===== src/rtl/mdio_mgmt_pkg.sv =====
package mdio_mgmt_pkg;
  localparam int CMD_W    = 32;
  localparam int DATA_W   = 16;
  localparam int ADDR_W   = 5;
  localparam int BUSY_BIT = 31;
  localparam int OP_LSB   = 28;
  localparam int PHY_LSB  = 23;
  localparam int REG_LSB  = 18;
  localparam int PRE_LEN  = 32;
  localparam int FRAME_LEN = PRE_LEN + 32;
  localparam int TA_IDX   = PRE_LEN + 14;
  localparam int DATA_IDX = PRE_LEN + 16;
  localparam int LAST_PHY = (1 << ADDR_W) - 1;

  localparam logic [1:0] OP_WRITE = 2'b01;
  localparam logic [1:0] OP_READ  = 2'b10;
  localparam logic [ADDR_W-1:0] SCAN_REG = 5'd1;

  typedef enum logic [1:0] {SC_IDLE, SC_ISSUE, SC_WAIT} scan_state_t;

  // Full serial frame, element FRAME_LEN-1 goes out first.
  function automatic logic [FRAME_LEN-1:0] build_frame(
    input logic [1:0]        op,
    input logic [ADDR_W-1:0] phy,
    input logic [ADDR_W-1:0] rg,
    input logic [DATA_W-1:0] wd
  );
    return {{PRE_LEN{1'b1}}, 2'b01, op, phy, rg, 2'b10, wd};
  endfunction

  function automatic logic [CMD_W-1:0] read_word(
    input logic [ADDR_W-1:0] phy,
    input logic [ADDR_W-1:0] rg
  );
    logic [CMD_W-1:0] w;
    w = '0;
    w[30] = 1'b1;
    w[OP_LSB +: 2] = OP_READ;
    w[PHY_LSB +: ADDR_W] = phy;
    w[REG_LSB +: ADDR_W] = rg;
    w[17] = 1'b1;
    return w;
  endfunction
endpackage


===== src/rtl/mdio_clkdiv.sv =====
module mdio_clkdiv #(
  parameter int DIV = 16,
  localparam int CNT_W = $clog2(DIV),
  localparam int HALF  = DIV / 2
) (
  input  logic clk,
  input  logic rst,
  input  logic en_i,
  output logic mdc_o,
  output logic rise_o,
  output logic fall_o
);
  logic [CNT_W-1:0] cnt_q;
  logic             mdc_q;

  assign rise_o = en_i && (cnt_q == CNT_W'(HALF - 1));
  assign fall_o = en_i && (cnt_q == CNT_W'(DIV - 1));
  assign mdc_o  = mdc_q;

  always_ff @(posedge clk) begin
    if (rst || !en_i) begin
      cnt_q <= '0;
      mdc_q <= 1'b0;
    end else begin
      cnt_q <= fall_o ? '0 : cnt_q + 1'b1;
      if (rise_o)      mdc_q <= 1'b1;
      else if (fall_o) mdc_q <= 1'b0;
    end
  end


  mdc_phase_chk: assert property (@(posedge clk) disable iff (rst)
    (rise_o |-> !mdc_q) and (fall_o |-> mdc_q));
endmodule


===== src/rtl/mdio_frame.sv =====
module mdio_frame
  import mdio_mgmt_pkg::*;
#(
  localparam int IDX_W = $clog2(FRAME_LEN)
) (
  input  logic              clk,
  input  logic              rst,
  input  logic              start_i,
  input  logic [1:0]        op_i,
  input  logic [ADDR_W-1:0] phy_i,
  input  logic [ADDR_W-1:0] reg_i,
  input  logic [DATA_W-1:0] wdata_i,
  input  logic              rise_i,
  input  logic              fall_i,
  input  logic              mdio_i,
  output logic              active_o,
  output logic              done_o,
  output logic              mdio_o,
  output logic              mdio_oe_o,
  output logic [DATA_W-1:0] rdata_o
);
  logic                 active_q;
  logic                 rd_q;
  logic [IDX_W-1:0]     idx_q;
  logic [FRAME_LEN-1:0] sh_q;
  logic                 mdio_q;
  logic                 oe_q;
  logic [DATA_W-1:0]    rdata_q;
  logic                 last_bit;
  logic [IDX_W-1:0]     idx_nxt;

  assign last_bit  = (idx_q == IDX_W'(FRAME_LEN - 1));
  assign idx_nxt   = idx_q + 1'b1;
  assign done_o    = active_q && fall_i && last_bit;
  assign active_o  = active_q;
  assign mdio_o    = mdio_q;
  assign mdio_oe_o = oe_q;
  assign rdata_o   = rdata_q;

  always_ff @(posedge clk) begin
    if (rst) begin
      active_q <= 1'b0;
      rd_q     <= 1'b0;
      idx_q    <= '0;
      sh_q     <= '1;
      mdio_q   <= 1'b1;
      oe_q     <= 1'b0;
      rdata_q  <= '0;
    end else if (start_i) begin
      active_q <= 1'b1;
      rd_q     <= (op_i == OP_READ);
      idx_q    <= '0;
      sh_q     <= build_frame(op_i, phy_i, reg_i, wdata_i);
      mdio_q   <= 1'b1;
      oe_q     <= 1'b1;
    end else if (active_q) begin
      if (rise_i && rd_q && (idx_q >= IDX_W'(DATA_IDX)))
        rdata_q <= {rdata_q[DATA_W-2:0], mdio_i};
      if (fall_i) begin
        if (last_bit) begin
          active_q <= 1'b0;
          oe_q     <= 1'b0;
          mdio_q   <= 1'b1;
        end else begin
          idx_q  <= idx_nxt;
          sh_q   <= {sh_q[FRAME_LEN-2:0], 1'b1};
          mdio_q <= sh_q[FRAME_LEN-2];
          if (rd_q && (idx_nxt >= IDX_W'(TA_IDX))) oe_q <= 1'b0;
        end
      end
    end
  end


  mdio_edge_chk: assert property (@(posedge clk) disable iff (rst)
    !$stable(mdio_q) |-> $past(fall_i || start_i));


  rd_release_chk: assert property (@(posedge clk) disable iff (rst)
    (active_q && rd_q && (idx_q >= IDX_W'(TA_IDX))) |-> !oe_q);
endmodule


===== src/rtl/mdio_scan.sv =====
module mdio_scan
  import mdio_mgmt_pkg::*;
#(
  parameter int SCAN_MAX = 4,
  localparam int HIT_W = $clog2(SCAN_MAX + 1)
) (
  input  logic                       clk,
  input  logic                       rst,
  input  logic                       go_i,
  input  logic                       busy_i,
  input  logic                       done_i,
  input  logic [DATA_W-1:0]          rdata_i,
  output logic                       active_o,
  output logic                       wr_o,
  output logic [CMD_W-1:0]           word_o,
  output logic [HIT_W-1:0]           hits_o,
  output logic [SCAN_MAX*ADDR_W-1:0] list_o
);
  scan_state_t       state_q;
  logic [ADDR_W-1:0] addr_q;
  logic [HIT_W-1:0]  hits_q;
  logic              accept;
  logic              hit_now;
  logic              stop_now;

  assign accept   = go_i && (state_q == SC_IDLE) && !busy_i;
  assign hit_now  = (state_q == SC_WAIT) && done_i && (rdata_i != '1);
  assign stop_now = (hit_now && (hits_q == HIT_W'(SCAN_MAX - 1))) ||
                    (addr_q == ADDR_W'(LAST_PHY));
  assign wr_o     = (state_q == SC_ISSUE) && !busy_i;
  assign word_o   = read_word(addr_q, SCAN_REG);
  assign active_o = (state_q != SC_IDLE);
  assign hits_o   = hits_q;

  always_ff @(posedge clk) begin
    if (rst) begin
      state_q <= SC_IDLE;
      addr_q  <= '0;
      hits_q  <= '0;
    end else begin
      case (state_q)
        SC_IDLE: if (accept) begin
          state_q <= SC_ISSUE;
          addr_q  <= '0;
          hits_q  <= '0;
        end
        SC_ISSUE: if (wr_o) state_q <= SC_WAIT;
        SC_WAIT: if (done_i) begin
          if (hit_now) hits_q <= hits_q + 1'b1;
          if (stop_now) state_q <= SC_IDLE;
          else begin
            addr_q  <= addr_q + 1'b1;
            state_q <= SC_ISSUE;
          end
        end
        default: state_q <= SC_IDLE;
      endcase
    end
  end

  for (genvar g = 0; g < SCAN_MAX; g++) begin : g_slot
    logic [ADDR_W-1:0] slot_q;
    always_ff @(posedge clk) begin
      if (rst || accept) slot_q <= '0;
      else if (hit_now && (hits_q == HIT_W'(g))) slot_q <= addr_q;
    end
    assign list_o[g*ADDR_W +: ADDR_W] = slot_q;
  end


  scan_limit_chk: assert property (@(posedge clk) disable iff (rst)
    hits_q <= HIT_W'(SCAN_MAX));


  scan_order_chk: assert property (@(posedge clk) disable iff (rst)
    (state_q != SC_IDLE && !accept) |=> addr_q >= $past(addr_q));
endmodule


===== src/rtl/mdio_cmd_engine.sv =====
module mdio_cmd_engine
  import mdio_mgmt_pkg::*;
#(
  parameter int MDC_DIV     = 16,
  parameter int SYNC_STAGES = 2,
  parameter int SCAN_MAX    = 4,
  localparam int HIT_W = $clog2(SCAN_MAX + 1)
) (
  input  logic                       clk,
  input  logic                       rst,
  input  logic                       host_wr,
  input  logic [31:0]                host_wdata,
  output logic [31:0]                host_rdata,
  input  logic                       scan_go,
  output logic                       scan_busy,
  output logic [HIT_W-1:0]           scan_hits,
  output logic [SCAN_MAX*ADDR_W-1:0] scan_list,
  output logic                       mdc,
  output logic                       mdio_o,
  output logic                       mdio_oe,
  input  logic                       mdio_i
);
  logic [CMD_W-1:0]  cmd_q;
  logic [CMD_W-1:0]  ld_word;
  logic [CMD_W-1:0]  scan_word;
  logic              busy;
  logic              host_take;
  logic              scan_wr;
  logic              load;
  logic              eng_active;
  logic              eng_done;
  logic [DATA_W-1:0] eng_rdata;
  logic              rise_stb;
  logic              fall_stb;
  logic              mdio_sync;

  assign busy       = cmd_q[BUSY_BIT];
  assign host_take  = host_wr && !busy && !scan_busy;
  assign load       = host_take || scan_wr;
  assign ld_word    = scan_wr ? scan_word : host_wdata;
  assign host_rdata = cmd_q;

  // Input synchronizer for the pad
  if (SYNC_STAGES < 2) begin : g_sync1
    logic s_q;
    always_ff @(posedge clk) s_q <= rst ? 1'b1 : mdio_i;
    assign mdio_sync = s_q;
  end else begin : g_syncn
    logic [SYNC_STAGES-1:0] s_q;
    always_ff @(posedge clk) begin
      if (rst) s_q <= '1;
      else     s_q <= {s_q[SYNC_STAGES-2:0], mdio_i};
    end
    assign mdio_sync = s_q[SYNC_STAGES-1];
  end

  always_ff @(posedge clk) begin
    if (rst) begin
      cmd_q <= '0;
    end else if (load) begin
      cmd_q <= {1'b1, ld_word[CMD_W-2:0]};
    end else if (eng_done) begin
      cmd_q[BUSY_BIT] <= 1'b0;
      if (cmd_q[OP_LSB +: 2] == OP_READ) cmd_q[DATA_W-1:0] <= eng_rdata;
    end
  end

  mdio_clkdiv #(.DIV(MDC_DIV)) u_div (
    .clk    (clk),
    .rst    (rst),
    .en_i   (eng_active),
    .mdc_o  (mdc),
    .rise_o (rise_stb),
    .fall_o (fall_stb)
  );

  mdio_frame u_frame (
    .clk       (clk),
    .rst       (rst),
    .start_i   (load),
    .op_i      (ld_word[OP_LSB +: 2]),
    .phy_i     (ld_word[PHY_LSB +: ADDR_W]),
    .reg_i     (ld_word[REG_LSB +: ADDR_W]),
    .wdata_i   (ld_word[DATA_W-1:0]),
    .rise_i    (rise_stb),
    .fall_i    (fall_stb),
    .mdio_i    (mdio_sync),
    .active_o  (eng_active),
    .done_o    (eng_done),
    .mdio_o    (mdio_o),
    .mdio_oe_o (mdio_oe),
    .rdata_o   (eng_rdata)
  );

  mdio_scan #(.SCAN_MAX(SCAN_MAX)) u_scan (
    .clk      (clk),
    .rst      (rst),
    .go_i     (scan_go),
    .busy_i   (busy),
    .done_i   (eng_done),
    .rdata_i  (eng_rdata),
    .active_o (scan_busy),
    .wr_o     (scan_wr),
    .word_o   (scan_word),
    .hits_o   (scan_hits),
    .list_o   (scan_list)
  );


  busy_ignore_chk: assert property (@(posedge clk) disable iff (rst)
    (host_wr && busy && !eng_done) |=> $stable(cmd_q));


  done_busy_chk: assert property (@(posedge clk) disable iff (rst)
    eng_done |-> (busy && eng_active));
endmodule


===== config.mk =====
export PLATFORM = sky130hd
export DESIGN_NAME = mdio_cmd_engine
export DESIGN_NICKNAME = d
export VERILOG_FILES = /design/src/rtl/mdio_mgmt_pkg.sv /design/src/rtl/mdio_clkdiv.sv /design/src/rtl/mdio_frame.sv /design/src/rtl/mdio_scan.sv /design/src/rtl/mdio_cmd_engine.sv
export SDC_FILE = /design/constraint.sdc
export NUM_CORES = 1
export LEC_CHECK = 0
export BUFFER_PORTS_ARGS = -buffer_cell sky130_fd_sc_hd__buf_2
export CORE_AREA = 2 2 123 125
export CTS_BUF_LIST = sky130_fd_sc_hd__clkbuf_8
export CTS_CLUSTER_SIZE = 28
export DETAILED_ROUTE_END_ITERATION = 10
export DIE_AREA = 0 0 125 127
export PLACE_DENSITY = 0.63
export SYNTH_ARGS = -nofsm -noshare
export SYNTH_HDL_FRONTEND = slang
export SYNTH_SLANG_ARGS = --single-unit
export TNS_END_PERCENT = 30

===== constraint.sdc =====
create_clock -name clk -period 2.7 [get_ports clk]
set_clock_uncertainty 0.1 [all_clocks]
set_input_delay 0.135 -clock clk [delete_from_list [all_inputs] [get_ports clk]]
set_output_delay 0.135 -clock clk [all_outputs]
set_load 0.05 [all_outputs]

* Yosys cells after proc, flatten, opt, wreduce, memory -nomap -nowiden
Index checks and enable logic that the tools add are counted.
Storage, ports and cells: register bits after elaboration 158, bits of input ports 37, output and inout port bits 59, logic and storage cells 128
Cells by class: add/sub/neg operators 4, magnitude comparators 2, eq/ne operators 18, mux-type cells 35, bitwise operators 2, reductions and logical operators 46
Operators with widths (count):
- 2-to-1 mux 32 bit | 4
- 2-to-1 mux 16 bit | 3
- 2-to-1 mux 31 bit | 1
- logical AND 1 bit | 18
- != test 16 bit (second input constant) | 1
- 2-to-1 mux 1 bit | 15
- 2-to-1 mux 5 bit | 3
- AND reduction 3 bit | 5
- nonzero test 2 bit | 7
- >= comparator 6 bit (second input constant) | 2
- case mux 5 bit (2 select lines) | 1
- 2-to-1 mux 3 bit | 3
- AND reduction 4 bit | 2
- adder 6 x 1 -> 6 bit (second input constant) | 1
- == test 2 bit (second input constant) | 3
- == test 3 x 2 -> 1 bit (second input constant) | 2
- == test 6 bit (second input constant) | 1
- 2-to-1 mux 2 bit | 3
- != test 2 x 1 -> 1 bit (second input constant) | 3
- != test 2 bit (second input constant) | 3
- case mux 2 bit (3 select lines) | 1
- case mux 3 bit (2 select lines) | 1
- adder 5 x 1 -> 5 bit (second input constant) | 1
- == test 5 bit (second input constant) | 1
- other kinds (14) | 22

* Logic depth before layout (Yosys ltp)
word-level depth 11, mapped depth 8, gate-level depth less buffers 8

* Hierarchy
From an unflattened synthesis, not the netlist that was laid out.
Second synthesis, totals: cells, all modules 840, area, all modules 7333.3 um2
Modules (own cells, without submodules):
- mdio_frame | instances 1, cells each 425, area an instance 3589.7 um2, sequential area each 1781.7 um2
- mdio_cmd_engine | instances 1, cells each 201, area an instance 1949.4 um2, sequential area each 680.7 um2
- mdio_scan | instances 1, cells each 189, area an instance 1580.3 um2, sequential area each 600.6 um2
- mdio_clkdiv | instances 1, cells each 25, area an instance 214.0 um2, sequential area each 100.1 um2

* Worst setup path after synthesis
Ideal clock, no wire load.
path type reg-to-reg, start register u_scan.addr_q[0], end register u_scan.addr_q[0], setup time 59 ps, arrival time 1964 ps, data required time 2541 ps, path slack 577 ps, stages on the path, launching flop included 9, buffers on the path 0, period minus slack after synthesis 2123 ps, cells stage by stage dfxtp_1 > ha_1 > and3_1 > ha_1 > or3b_1 > nor2_1 > nand3_2 > or4_1 > nand2_1
On the way: longest elaborated chain between the ends 4, elaborated cells between the ends (all ways) 8, classes of those cells add/sub (1); eq/ne (2); mux (3); reduce/logical (2)
Ends and longest elaborated chain:
- start: declaration | line mdio_scan.sv:20 | logic [ADDR_W-1:0] addr_q;
- start signal: assignment | line mdio_scan.sv:52 | addr_q <= addr_q + 1'b1;
- adder 5 x 1 -> 5 bit or == test 5 bit (tied branches) | line mdio_scan.sv:52, mdio_scan.sv:29
- 2-to-1 mux 5 bit or logical OR 1 bit (tied branches) | line mdio_scan.sv:50, mdio_scan.sv:28
- 2-to-1 mux 5 bit or != test 2 bit (tied branches)
- case mux 5 bit (2 select lines) or AND reduction 4 bit (tied branches)
Several ways; a longest one is shown, not always the timed one. The select of a mux whose other input is x is not followed. A chain may end at the register's enable or synchronous reset.

* Worst setup path in the final report
start register u_frame.idx_q[0], end register cmd_q[8] (netlist: host_rdata[8])
On the way: longest elaborated chain between the ends 4
Ends and longest elaborated chain:
- start: declaration | line mdio_frame.sv:24 | logic [IDX_W-1:0] idx_q;
- start signal: assignment | line mdio_frame.sv:65 | idx_q <= idx_nxt;
- == test 6 bit | line mdio_frame.sv:32 | assign last_bit = (idx_q == IDX_W'(FRAME_LEN - 1));
- logical AND 1 bit | line mdio_frame.sv:34 | assign done_o = active_q && fall_i && last_bit;
- nonzero test 2 bit (no line)
- AND reduction 2 bit (no line)
- end signal: assignment | line mdio_cmd_engine.sv:61 | cmd_q <= {1'b1, ld_word[CMD_W-2:0]};
- end: declaration | line mdio_cmd_engine.sv:23 | logic [CMD_W-1:0] cmd_q;
Every way passes these cells.

==> run metrics <==
Post-synth EDFFs 0; number of buffers inserted during clock tree synthesis 17; MaxCap Viol Count 0; most common cell after layout, fill and taps aside sky130_fd_sc_hd__dfxtp_1; standard-cell row count 44; final setup TNS 0 ns; run status completed; power density over the cells 730 mW/mm^2; Worst Hold Margin 0.0363 ns; Syn Area/Cell 9.04 um^2; buffer depth of the longest clock path 2; synth warn 0; Final Instance Count excl. Fillers 1007; detail-routed net length per standard cell 15.1 um; headroom to the max-slew limit 54.1%; DR DRC count 0; DP Area 0.00702 mm^2; total number of clock tree sinks 158; CTS H-tree lvls 4; fraction of power consumed by combinational cells 18.7%; switching part of the total 29.9%; Mapped Cells 708; largest net degree at the start of global routing 68; final cycle utilization of the critical path 88.4%; cell at the root of the clock tree sky130_fd_sc_hd__clkbuf_8; vias after detailed routing 5388; latest clock arrival within the worst-skew pair 0.46 ns; most frequent cells in the layout sky130_fd_sc_hd__dfxtp_1 (158), sky130_fd_sc_hd__nand2_1 (97), sky130_fd_sc_hd__buf_2 (94), sky130_fd_sc_hd__nor2_1 (68), sky130_fd_sc_hd__mux2i_1 (63); Initial Utilization 44.4%; reg-to-reg slack, setup 0.31 ns; slew at the pin closest to its max-slew limit 0.687 ns; Syn Nets 755; dominant register cell in the synthesized netlist sky130_fd_sc_hd__dfxtp_1; Max Fclk 419 MHz; CP arrival 2.61 ns; fraction of power consumed by the clock network 35.0%; portion of the post-synthesis area used by sequential elements 49.4%; cell-internal power 3960 uW; layout overhead on the synthesized area 20.9%; path class of the lowest-slack min-delay path input port to register; max-slew violation count 0; width of the die 125 um; RSZ-0062 raised after global routing no; antenna violations before repair 0; gr busiest metal met2; number of antenna cells inserted 0; routed via count divided by cell count 5.35; Leakage 0.00345 uW; type of the setup path with the least slack register to register; met1 track demand over resource in global routing 25.7%; sum of overflow across all layers after global routing 0; dpl cells 948; HPWL Detailed 10300 um; Critical Path Fanout Max 32; final weighted congestion in routability-driven placement 0.847; number of antenna-violating nets in the routed design 0; ratio of cells with drive above 1 in the final layout 18.8%; VDD IR max 445 uV; CTS tree done; met2 Usage GRT 32.4%; Critical-path top delay cell sky130_fd_sc_hd__dfxtp_1; Die Height 127 um; final critical delay including setup and external delays 2.39 ns; Worst setup EP type register; clock-pin slew of the registers on the worst-case setup and hold paths 0.09 ns; I/O pin total 96; met3 Usage GRT 4.19%; Final setup violation count 0; Cell Area, Synth 0.00640 mm^2; net switching power 1690 uW; drt first pass iters 5; number of global-route vias before repair 5145; Die ar. 0.0159 mm^2; final hold violation count 0; post-route design area 0.00774 mm^2; post-synthesis sequential element count 158; Core Box Area 0.0144 mm^2; Port Buffer Count 94; number of DRC markers in iteration 0 297; post-synthesis cell type count 48; global-route wire length before repair 25600 um; part of the power in registers 46.3%; proportion of register bits with asynchronous set or reset after synthesis 0%; WP data required 2.93 ns; DRT Wirelength 15200 um; fillers 1325; Final #Nets 857; CP Launch Type register; total routing usage reported by global routing 19.7%; maximum single-stage delay on the critical path 0.46 ns; ordered cell list for the critical path ha_1 > nand3_2 > nor3_2 > a31oi_2 > buf_4 > a221oi_1 > nor3_1
## area by class of cell
type | count | area, um^2 | share of cell area [%]
clock inverter | 13 | 196 | 2.54
clock buffer | 19 | 262 | 3.38
sequential | 158 | 3160 | 40.8
timing repair buffer | 133 | 843 | 10.9
tap | 184 | 230 | 2.97
multi-input combinational | 490 | 3010 | 38.9
inverter | 10 | 37.5 | 0.485
## final timing paths
check                      to  depth (start not counted)        startpoint
max             host_rdata[8]                          7  u_frame.idx_q[0]
min          u_frame.sh_q[25]                          3    host_wdata[25]
max reg2reg     host_rdata[8]                          7  u_frame.idx_q[0]
min reg2reg    g_syncn.s_q[1]                          1    g_syncn.s_q[0]
## power groups by stage
stage	registers, uW	clock network, uW	logic [uW]
after global routing	2640	2120	1150
after detailed placement	2670	0	1030
after global placement	2660	0	1010
final	2620	1980	1060
after CTS	2610	2030	1060
after floorplan	2900	0	509
## Yosys cell counts, types with 2 or more instances
cell type / instances / area share (%)
sky130_fd_sc_hd__nand4_4: 3 / 1.0
sky130_fd_sc_hd__dfxtp_1: 158 / 49
sky130_fd_sc_hd__nand3_1: 49 / 3.8
sky130_fd_sc_hd__buf_1: 2 / 0.12
sky130_fd_sc_hd__nand2_1: 97 / 5.7
sky130_fd_sc_hd__a22oi_1: 5 / 0.59
sky130_fd_sc_hd__nand4_1: 4 / 0.39
sky130_fd_sc_hd__and3_1: 8 / 0.78
sky130_fd_sc_hd__buf_2: 9 / 0.70
sky130_fd_sc_hd__nor2_1: 69 / 4.0
sky130_fd_sc_hd__inv_1: 10 / 0.59
sky130_fd_sc_hd__o21ai_0: 18 / 1.4
sky130_fd_sc_hd__nor2b_1: 19 / 1.9
sky130_fd_sc_hd__mux2i_1: 63 / 9.8
sky130_fd_sc_hd__o221ai_1: 5 / 0.68
sky130_fd_sc_hd__o31ai_1: 2 / 0.23
sky130_fd_sc_hd__or4_1: 4 / 0.47
sky130_fd_sc_hd__xor2_1: 5 / 0.68
sky130_fd_sc_hd__a211oi_1: 3 / 0.35
sky130_fd_sc_hd__a32oi_1: 2 / 0.27
sky130_fd_sc_hd__o22ai_1: 3 / 0.29
sky130_fd_sc_hd__o211ai_1: 7 / 0.82
sky130_fd_sc_hd__buf_4: 5 / 0.59
sky130_fd_sc_hd__nor3_1: 24 / 1.9
sky130_fd_sc_hd__nand3_2: 3 / 0.47
sky130_fd_sc_hd__a31oi_1: 6 / 0.59
sky130_fd_sc_hd__clkbuf_1: 34 / 2.0
sky130_fd_sc_hd__a221oi_1: 16 / 2.2
sky130_fd_sc_hd__ha_1: 10 / 2.0
sky130_fd_sc_hd__or2_2: 2 / 0.20
sky130_fd_sc_hd__o21ai_1: 12 / 0.94
sky130_fd_sc_hd__a21oi_1: 35 / 2.7
## kinds of logic (layout without fill, tap and decap cells)
family	Yosys count	after routing	share of synthesized area (%)
XOR/XNOR	6	6	0.821
buffers and inverters	60	175	3.99
adder cells (fa/ha/maj)	10	10	1.95
AO/OA/AOI/OAI	118	118	11.7
multiplexers	64	64	10.0
flip-flops	158	158	49.4
AND/OR/NAND/NOR	292	292	22.1
## metal layers
layer  vias up  wire length (um)
met2       115              7290
li1       2684                 -
met5         -                 0
met4         0               270
met1      2567              7120
met3        22               552
## state kept, by name, summed over array words and instances, names as in the netlist
signal                count
u_div.cnt_q               4
g_syncn.s_q               2
u_frame.mdio_o            1
u_scan.state_q            2
u_scan.hits_o             3
u_scan.g_slot.slot_q     20
host_rdata               32
u_frame.rd_q              1
u_frame.sh_q             63
u_frame.idx_q             6
u_frame.mdio_oe_o         1
u_frame.active_o          1
u_frame.rdata_o          16
u_scan.addr_q             5
u_div.mdc_o               1
## critical path, delay by kind of cell, from the launching register on
family | cells | cell delay (ns)
compound gates | 2 | 0.41
fa+ha+maj | 1 | 0.43
buf+inv | 1 | 0.25
flops | 1 | 0.46
simple gates | 3 | 0.62
## metrics by stage
step	worst slack [ns]	util, %	total power [uW]
2_1_floorplan	0.577	-	3410
3_3_place_gp	0.434	48.6	3670
3_5_place_dp	0.381	48.6	3690
4_1_cts	0.367	53.7	5700
5_1_grt	0.0966	53.7	5910
6_report	0.314	53.7	5650
## what timing repair did
action / CTS / global route
setup buffers: 0 / 0
resized for setup: 0 / 0
hold buffers: 27 / 0
endpoints found under the hold margin: 51 / 0
(Power assumes the default switching activity.)
